`src/rtl/spim_pkg.sv`:
```
package spim_pkg;

    localparam int SPIM_WORD_W = 24;
    localparam int SPIM_DIV_W  = 8;

    typedef struct packed {
        logic                  enable;
        logic                  mode_sel;
        logic                  master;
        logic                  cpol;
        logic                  cpha;
        logic [SPIM_DIV_W-1:0] div;
    } spim_cfg_t;

    typedef enum logic {
        XFER_IDLE = 1'b0,
        XFER_RUN  = 1'b1
    } xfer_state_e;

    function automatic logic spim_is_active(input spim_cfg_t c);
        return c.enable && !c.mode_sel && c.master;
    endfunction

endpackage

```
`src/rtl/spim_clkgen.sv`:
```
module spim_clkgen
    import spim_pkg::*;
#(
    parameter int WORD_W = SPIM_WORD_W
) (
    input  logic                        clk,
    input  logic                        rst,
    input  logic                        clr,
    input  logic                        start,
    input  logic                        run,
    input  logic [SPIM_DIV_W-1:0]       div,
    output logic                        tick,
    output logic                        last,
    output logic                        phase,
    output logic [$clog2(2*WORD_W)-1:0] ecnt
);
    localparam int EDGES = 2 * WORD_W;
    localparam int EW    = $clog2(EDGES);

    logic [SPIM_DIV_W-1:0] cnt;

    assign tick = run && (cnt >= div);
    assign last = tick && (ecnt == EW'(EDGES - 1));

    always_ff @(posedge clk) begin
        if (rst || clr || start) begin
            cnt   <= '0;
            ecnt  <= '0;
            phase <= 1'b0;
        end else if (run) begin
            if (tick) begin
                cnt   <= '0;
                phase <= ~phase;
                ecnt  <= last ? '0 : ecnt + 1'b1;
            end else begin
                cnt <= cnt + 1'b1;
            end
        end
    end


    phase_hold_chk: assert property (@(posedge clk) disable iff (rst)
        (!tick && !start && !clr) |=> $stable(phase));

endmodule

```
`src/rtl/spim_shifter.sv`:
```
module spim_shifter
    import spim_pkg::*;
#(
    parameter int WORD_W = SPIM_WORD_W
) (
    input  logic                        clk,
    input  logic                        rst,
    input  logic                        clr,
    input  logic                        load,
    input  logic [WORD_W-1:0]           load_data,
    input  logic                        tick,
    input  logic [$clog2(2*WORD_W)-1:0] ecnt,
    input  logic                        cpha,
    input  logic                        miso,
    output logic                        mosi,
    output logic [WORD_W-1:0]           done_word
);
    logic [WORD_W-1:0] txs;
    logic [WORD_W-1:0] rxs;
    logic              sample_now;
    logic              shift_now;

    assign sample_now = tick && (ecnt[0] == cpha);
    assign shift_now  = tick && !sample_now && (ecnt != '0);
    assign mosi       = txs[WORD_W-1];
    assign done_word  = sample_now ? {rxs[WORD_W-2:0], miso} : rxs;

    always_ff @(posedge clk) begin
        if (rst || clr) begin
            txs <= '0;
            rxs <= '0;
        end else if (load) begin
            txs <= load_data;
        end else begin
            if (sample_now) rxs <= {rxs[WORD_W-2:0], miso};
            if (shift_now)  txs <= {txs[WORD_W-2:0], 1'b0};
        end
    end


    mosi_hold_chk: assert property (@(posedge clk) disable iff (rst)
        (!load && !shift_now && !clr) |=> $stable(mosi));

endmodule

```
`src/rtl/spim_rxfifo.sv`:
```
module spim_rxfifo #(
    parameter int W     = 24,
    parameter int DEPTH = 2
) (
    input  logic         clk,
    input  logic         rst,
    input  logic         clr,
    input  logic         push,
    input  logic         pop,
    input  logic [W-1:0] din,
    output logic [W-1:0] dout,
    output logic         empty,
    output logic         full
);
    localparam int AW = (DEPTH > 1) ? $clog2(DEPTH) : 1;
    localparam int CW = $clog2(DEPTH + 1);

    logic [W-1:0]  mem [DEPTH];
    logic [AW-1:0] rd_p;
    logic [AW-1:0] wr_p;
    logic [CW-1:0] cnt;
    logic          do_pop;
    logic          do_push;

    function automatic logic [AW-1:0] step(input logic [AW-1:0] p);
        return (p == AW'(DEPTH - 1)) ? '0 : p + 1'b1;
    endfunction

    assign empty   = (cnt == '0);
    assign full    = (cnt == CW'(DEPTH));
    assign do_pop  = pop && !empty;
    assign do_push = push && (!full || do_pop);
    assign dout    = mem[rd_p];

    always_ff @(posedge clk) begin
        if (do_push) mem[wr_p] <= din;
    end

    always_ff @(posedge clk) begin
        if (rst || clr) begin
            rd_p <= '0;
            wr_p <= '0;
            cnt  <= '0;
        end else begin
            if (do_push) wr_p <= step(wr_p);
            if (do_pop)  rd_p <= step(rd_p);
            cnt <= cnt + CW'(do_push) - CW'(do_pop);
        end
    end


    no_overflow_chk: assert property (@(posedge clk) disable iff (rst)
        cnt <= CW'(DEPTH));

endmodule

```
`src/rtl/spi_fault_master.sv`:
```
module spi_fault_master
    import spim_pkg::*;
#(
    parameter int WORD_W     = SPIM_WORD_W,
    parameter int FIFO_DEPTH = 2
) (
    input  logic                  clk,
    input  logic                  rst,
    input  logic                  cfg_enable,
    input  logic                  cfg_mode_sel,
    input  logic                  cfg_master,
    input  logic                  cfg_cpol,
    input  logic                  cfg_cpha,
    input  logic [SPIM_DIV_W-1:0] cfg_div,
    input  logic                  cfg_berr_ie,
    input  logic                  cfg_txe_ie,
    input  logic                  cfg_rxne_ie,
    input  logic                  tx_wr,
    input  logic [WORD_W-1:0]     tx_data,
    input  logic                  rx_rd,
    output logic [WORD_W-1:0]     rx_data,
    output logic                  stat_tx_empty,
    output logic                  stat_rx_nempty,
    output logic                  stat_rx_ovr,
    output logic                  stat_berr,
    output logic                  irq,
    output logic                  sck,
    output logic                  mosi,
    input  logic                  miso,
    input  logic                  ss_n
);
    localparam int EW = $clog2(2 * WORD_W);

    spim_cfg_t   cfg;
    logic        active;
    xfer_state_e state;
    logic        hold_v;
    logic [WORD_W-1:0] hold_q;
    logic        load;
    logic        tick;
    logic        last;
    logic        sck_phase;
    logic [EW-1:0] ecnt;
    logic [WORD_W-1:0] done_word;
    logic        q_empty;
    logic        q_full;
    logic        pop_req;
    logic        ss_s1;
    logic        ss_s2;

    assign cfg = '{enable: cfg_enable, mode_sel: cfg_mode_sel, master: cfg_master,
                   cpol: cfg_cpol, cpha: cfg_cpha, div: cfg_div};
    assign active  = spim_is_active(cfg);
    assign load    = active && hold_v && ((state == XFER_IDLE) || last);
    assign pop_req = active && rx_rd;

    always_ff @(posedge clk) begin
        if (rst || !active) begin
            hold_v <= 1'b0;
            hold_q <= '0;
        end else if (load) begin
            hold_v <= 1'b0;
        end else if (tx_wr && !hold_v) begin
            hold_v <= 1'b1;
            hold_q <= tx_data;
        end
    end

    always_ff @(posedge clk) begin
        if (rst || !active)  state <= XFER_IDLE;
        else if (load)       state <= XFER_RUN;
        else if (last)       state <= XFER_IDLE;
    end

    spim_clkgen #(.WORD_W(WORD_W)) u_clkgen (
        .clk   (clk),
        .rst   (rst),
        .clr   (!active),
        .start (load),
        .run   (state == XFER_RUN),
        .div   (cfg.div),
        .tick  (tick),
        .last  (last),
        .phase (sck_phase),
        .ecnt  (ecnt)
    );

    spim_shifter #(.WORD_W(WORD_W)) u_shifter (
        .clk       (clk),
        .rst       (rst),
        .clr       (!active),
        .load      (load),
        .load_data (hold_q),
        .tick      (tick),
        .ecnt      (ecnt),
        .cpha      (cfg.cpha),
        .miso      (miso),
        .mosi      (mosi),
        .done_word (done_word)
    );

    spim_rxfifo #(.W(WORD_W), .DEPTH(FIFO_DEPTH)) u_rxfifo (
        .clk   (clk),
        .rst   (rst),
        .clr   (!active),
        .push  (last),
        .pop   (pop_req),
        .din   (done_word),
        .dout  (rx_data),
        .empty (q_empty),
        .full  (q_full)
    );

    always_ff @(posedge clk) begin
        if (rst) begin
            ss_s1 <= 1'b1;
            ss_s2 <= 1'b1;
        end else begin
            ss_s1 <= ss_n;
            ss_s2 <= ss_s1;
        end
    end

    always_ff @(posedge clk) begin
        if (rst || !active) begin
            stat_berr   <= 1'b0;
            stat_rx_ovr <= 1'b0;
        end else begin
            if (!ss_s2) stat_berr <= 1'b1;
            if (last && q_full && !pop_req) stat_rx_ovr <= 1'b1;
        end
    end

    assign stat_tx_empty  = !hold_v;
    assign stat_rx_nempty = !q_empty;
    assign sck            = cfg.cpol ^ sck_phase;
    assign irq            = active && ((stat_berr && cfg_berr_ie) ||
                                       (stat_tx_empty && cfg_txe_ie) ||
                                       (stat_rx_nempty && cfg_rxne_ie));


    txe_after_load_chk: assert property (@(posedge clk) disable iff (rst)
        load |=> stat_tx_empty);


    hold_keep_chk: assert property (@(posedge clk) disable iff (rst)
        (active && tx_wr && !stat_tx_empty && !load) |=> $stable(hold_q));


    berr_set_chk: assert property (@(posedge clk) disable iff (rst)
        (active && !ss_s2) |=> stat_berr);


    flush_chk: assert property (@(posedge clk) disable iff (rst)
        !active |=> (!stat_rx_nempty && !stat_rx_ovr && !stat_berr && stat_tx_empty));


    idle_level_chk: assert property (@(posedge clk) disable iff (rst)
        (state == XFER_IDLE) |-> (sck == cfg_cpol));

endmodule

```
`config.mk`:
```
export PLATFORM = sky130hd
export DESIGN_NAME = spi_fault_master
export DESIGN_NICKNAME = d
export VERILOG_FILES = /design/src/rtl/spim_pkg.sv /design/src/rtl/spim_clkgen.sv /design/src/rtl/spim_shifter.sv /design/src/rtl/spim_rxfifo.sv /design/src/rtl/spi_fault_master.sv
export SDC_FILE = /design/constraint.sdc
export NUM_CORES = 1
export LEC_CHECK = 0
export BUFFER_PORTS_ARGS = -buffer_cell sky130_fd_sc_hd__buf_2
export CAP_MARGIN = 25
export CORE_UTILIZATION = 45
export DETAILED_ROUTE_END_ITERATION = 8
export MAX_ROUTING_LAYER = met4
export SLEW_MARGIN = 10
export SYNTH_ARGS = -nofsm -noshare
export SYNTH_HDL_FRONTEND = slang
export SYNTH_SLANG_ARGS = --single-unit
```
`constraint.sdc`:
```
create_clock -name clk -period 4.38 [get_ports clk]
set_input_delay 0.438 -clock clk [delete_from_list [all_inputs] [get_ports clk]]
set_output_delay 0.438 -clock clk [all_outputs]
set_load 0.02 [all_outputs]
```
==> metrics.md <==
| Metric | Value |
|---|---|
| Status | `finished clean` |
| Synth cell count leaders | `126 x nand2_1, 98 x dfxtp_1, 48 x edfxtp_1, 48 x mux2_2, 31 x a21oi_1` |
| Worst slew pin tran | `~0.85 ns` |
| Initial Utilization | `46.2%` |
| DP HPWL | `7380 µm` |
| Clk_skew | `0.00877 ns` |
| Core area | `0.0132 mm²` |
| DRT iter0 DRCs | `between 300 and 400` |
| WHS | `0.196 ns` |
| Vias per inst | `between 5 and 6` |
| Crit Path Max Fanout | `24` |
| Synth top area cells | `dfxtp_1 32%, edfxtp_1 24%, mux2_2 8.8%` |
| Routed Antenna Nets | `0` |
| FF+latch count, synth | `146` |
| Fin util | `54.9%` |
| Hold buffers post-CTS | `0` |
| Routability cong. | `~0.78` |
| Worst path required time | `between 4 and 5 ns` |
| Fraction of registers with async set/reset | `0%` |
| Share of post-route cells with drive strength above 1 | `25.1%` |
| Fill cells | `~1.2k` |
| Num Clock Sinks | `146` |
| Cts bufs inserted | `17` |
| Pwr/cell area | `427 mW/mm²` |
| Num ports | `77` |
| DRT Pass-1 Iters | `6` |
| Placed cell area | `0.00660 mm²` |
| RSZ-0062 raised after global routing | `false` |
| Top cell type's share of synthesized area | `32.1%` |
| Critical path class | `flop to flop` |
| Post CTS Setup Buffer Count | `0` |
| Final setup vio count | `0` |
| Number of antenna diodes | `0` |
| CTS root buf | `clkbuf_16` |
| Cell variety after synth | `44` |
| Syn Inst Count | `~600` |
| Final Hold Fails | `0` |
| Critical Path Source Type | `flop` |
| Max Cap Violations | `0` |
| Min cycle time layout | `2.89 ns` |
| Die Ht | `119 µm` |
| Drt drc | `0` |
| CP arrival | `3.06 ns` |
| DR vias | `about 4.4k` |
| Ys flop type | `dfxtp_1` |
| Die area | `0.0141 mm²` |
| Seq. cell area | `0.00340 mm²` |
| Design Area, Final | `0.00727 mm²` |
| # nets final | `727` |
| Final TNS setup | `0 ns` |
| Max Freq | `346 MHz` |
| EDFF count, synth | `48` |
| Multi-input gate area | `0.00247 mm²` |
| GRT Max-Usage Layer | `met2` |
| Type of the worst min-delay path | `input pin to flop` |
| Top cell type by total area after synthesis | `dfxtp_1` |
| Critical Path End Type | `flop` |
| Pin count of the biggest net entering global routing | `50` |
| Syn_nets | `664` |
| Layout area overhead | `18.9%` |
| Final period utilization | `66.0%` |
| Leak Pwr | `between 0.002 and 0.0025 µW` |
| Worst-Skew Late Latency | `around 0.42 ns` |
| Reg2Reg Depth | `7` |
| Cells on Worst Hold Path | `2` |
| Syn Area/Cell | `a little over 10 µm²` |
| Ys Warns | `0` |
| Routed length per instance | `13.4 µm` |
| Initial antenna violation count | `0` |
| Register area share after synthesis | `55.7%` |
| Global route overflow | `0` |
| Vias in the first global route | `roughly 4.3k` |
| Chip width | `119 µm` |
| Worst VDD drop | `0.217 mV` |
| First-pass GRT wire length | `19900 µm` |
| Max-slew violations | `0` |
| Post-CTS sizing | `0` |
| FF-to-FF setup slack | `~1.5 ns` |
| TritonCTS clock tree | `done` |
| Total track usage | `18.4%` |
| # rows | `42` |
| Clock Path Buffers | `2` |
| Met3 Usage GRT | `4.68%` |
| Mapped cell area | `0.00611 mm²` |
| Rel. slew slack | `43.5%` |
| Met1 Usage GRT | `21.1%` |
| Total power | `3110 µW` |
| Port Buffers | `76` |
| Drt total wl | `approximately 11000 µm` |
| Grt met2 use | `30.4%` |
| CTS clock-pin slew for the worst setup and hold paths | `0.06 ns` |
| H-tree depth | `4` |
| Count leader, synth | `nand2_1` |
-- registers in the layout, summed over array words and instances (netlist names), 2 cells and up, named ones only --
register and cells:
hold_q 24, u_clkgen.cnt 8, u_clkgen.ecnt 6, u_rxfifo.cnt 2, u_rxfifo.mem 48, u_shifter.rxs 24, u_shifter.txs 24
-- area by class of cell --
type / instances / area share, %
Clock buffer: 20 / 6.01
Clock inverter: 11 / 3.22
Inverter: 15 / 0.775
Multi-Input combinational cell: 406 / 33.9
Sequential cell: 146 / 46.8
Tap cell: 176 / 3.03
Timing Repair Buffer: 83 / 6.23
-- final timing paths --
kind / startpoint / endpoint
hold reg to reg: ss_s1 / ss_s2
hold / removal: ss_n / ss_s1
setup reg to reg: u_clkgen.cnt[0] / u_rxfifo.mem[0][8]
setup / recovery: u_clkgen.cnt[0] / u_rxfifo.mem[0][8]
-- cells by family after synthesis --
logic type | count (synthesis) | synth area share (%)
and+or+nand+nor | 210 | 14.9
DFF | 146 | 55.7
AOI/OAI and AO/OA | 115 | 10.8
buffers and inverters | 54 | 4.34
muxes | 50 | 9.17
xor gates and xnor gates | 19 | 2.72
adders and majority gates | 12 | 2.46
-- worst max-delay path, stage by stage (launching register included) --
cell and delay (ns):
dfxtp_1 0.40, inv_1 0.06, ha_1 0.26, nand2b_1 0.14
a2111o_1 0.46, a32o_1 0.37, nand2_2 0.50, mux2_2 0.42
-- per-layer routing --
layer / wire length (µm) / share of wire [%] / vias to the layer above
li1: - / - / 2235
met1: 5200 / 45 / 2021
met2: 5620 / 49 / 93
met3: 495 / 4.3 / 17
met4: 178 / 1.5 / 0
met5: 0 / 0 / -
-- cell usage in the layout (no fill, tap or decap), drive strengths merged, types with 2 or more instances in the layout --
master,Yosys,final
nand2,128,128
o21ai,51,51
clkbuf,21,20
inv,15,15
buf,18,83
and3,5,5
nor4,2,2
mux2i,2,2
edfxtp,48,48
o211a,2,2
dfxtp,98,98
ha,12,12
a31oi,24,24
and2,3,3
nor2,26,26
nand2b,3,3
or2,3,3
mux2,48,48
xor2,10,10
and4,2,2
clkinv,0,4
a21oi,32,32
nand3,28,28
xnor2,9,9
nand4,3,3
bufinv,0,7
-- power breakdown --
group          leakage, µW  total (µW)  internal [µW]  switching, µW
Combinational      0.00102        63.6           26.8           36.8
Sequential         0.00112        1390           1390           1.58
Clock             0.000328        1650           1120            529
Total              0.00247        3110           2540            568
-- stage by stage --
step	std cells	setup slack, ns
CTS	857	1.46
detailed placement	826	1.39
floorplan	606	1.21
global route	857	1.21
finish	857	1.49
global placement	825	1.41
Note: power is estimated with default switching activity, not from simulation.
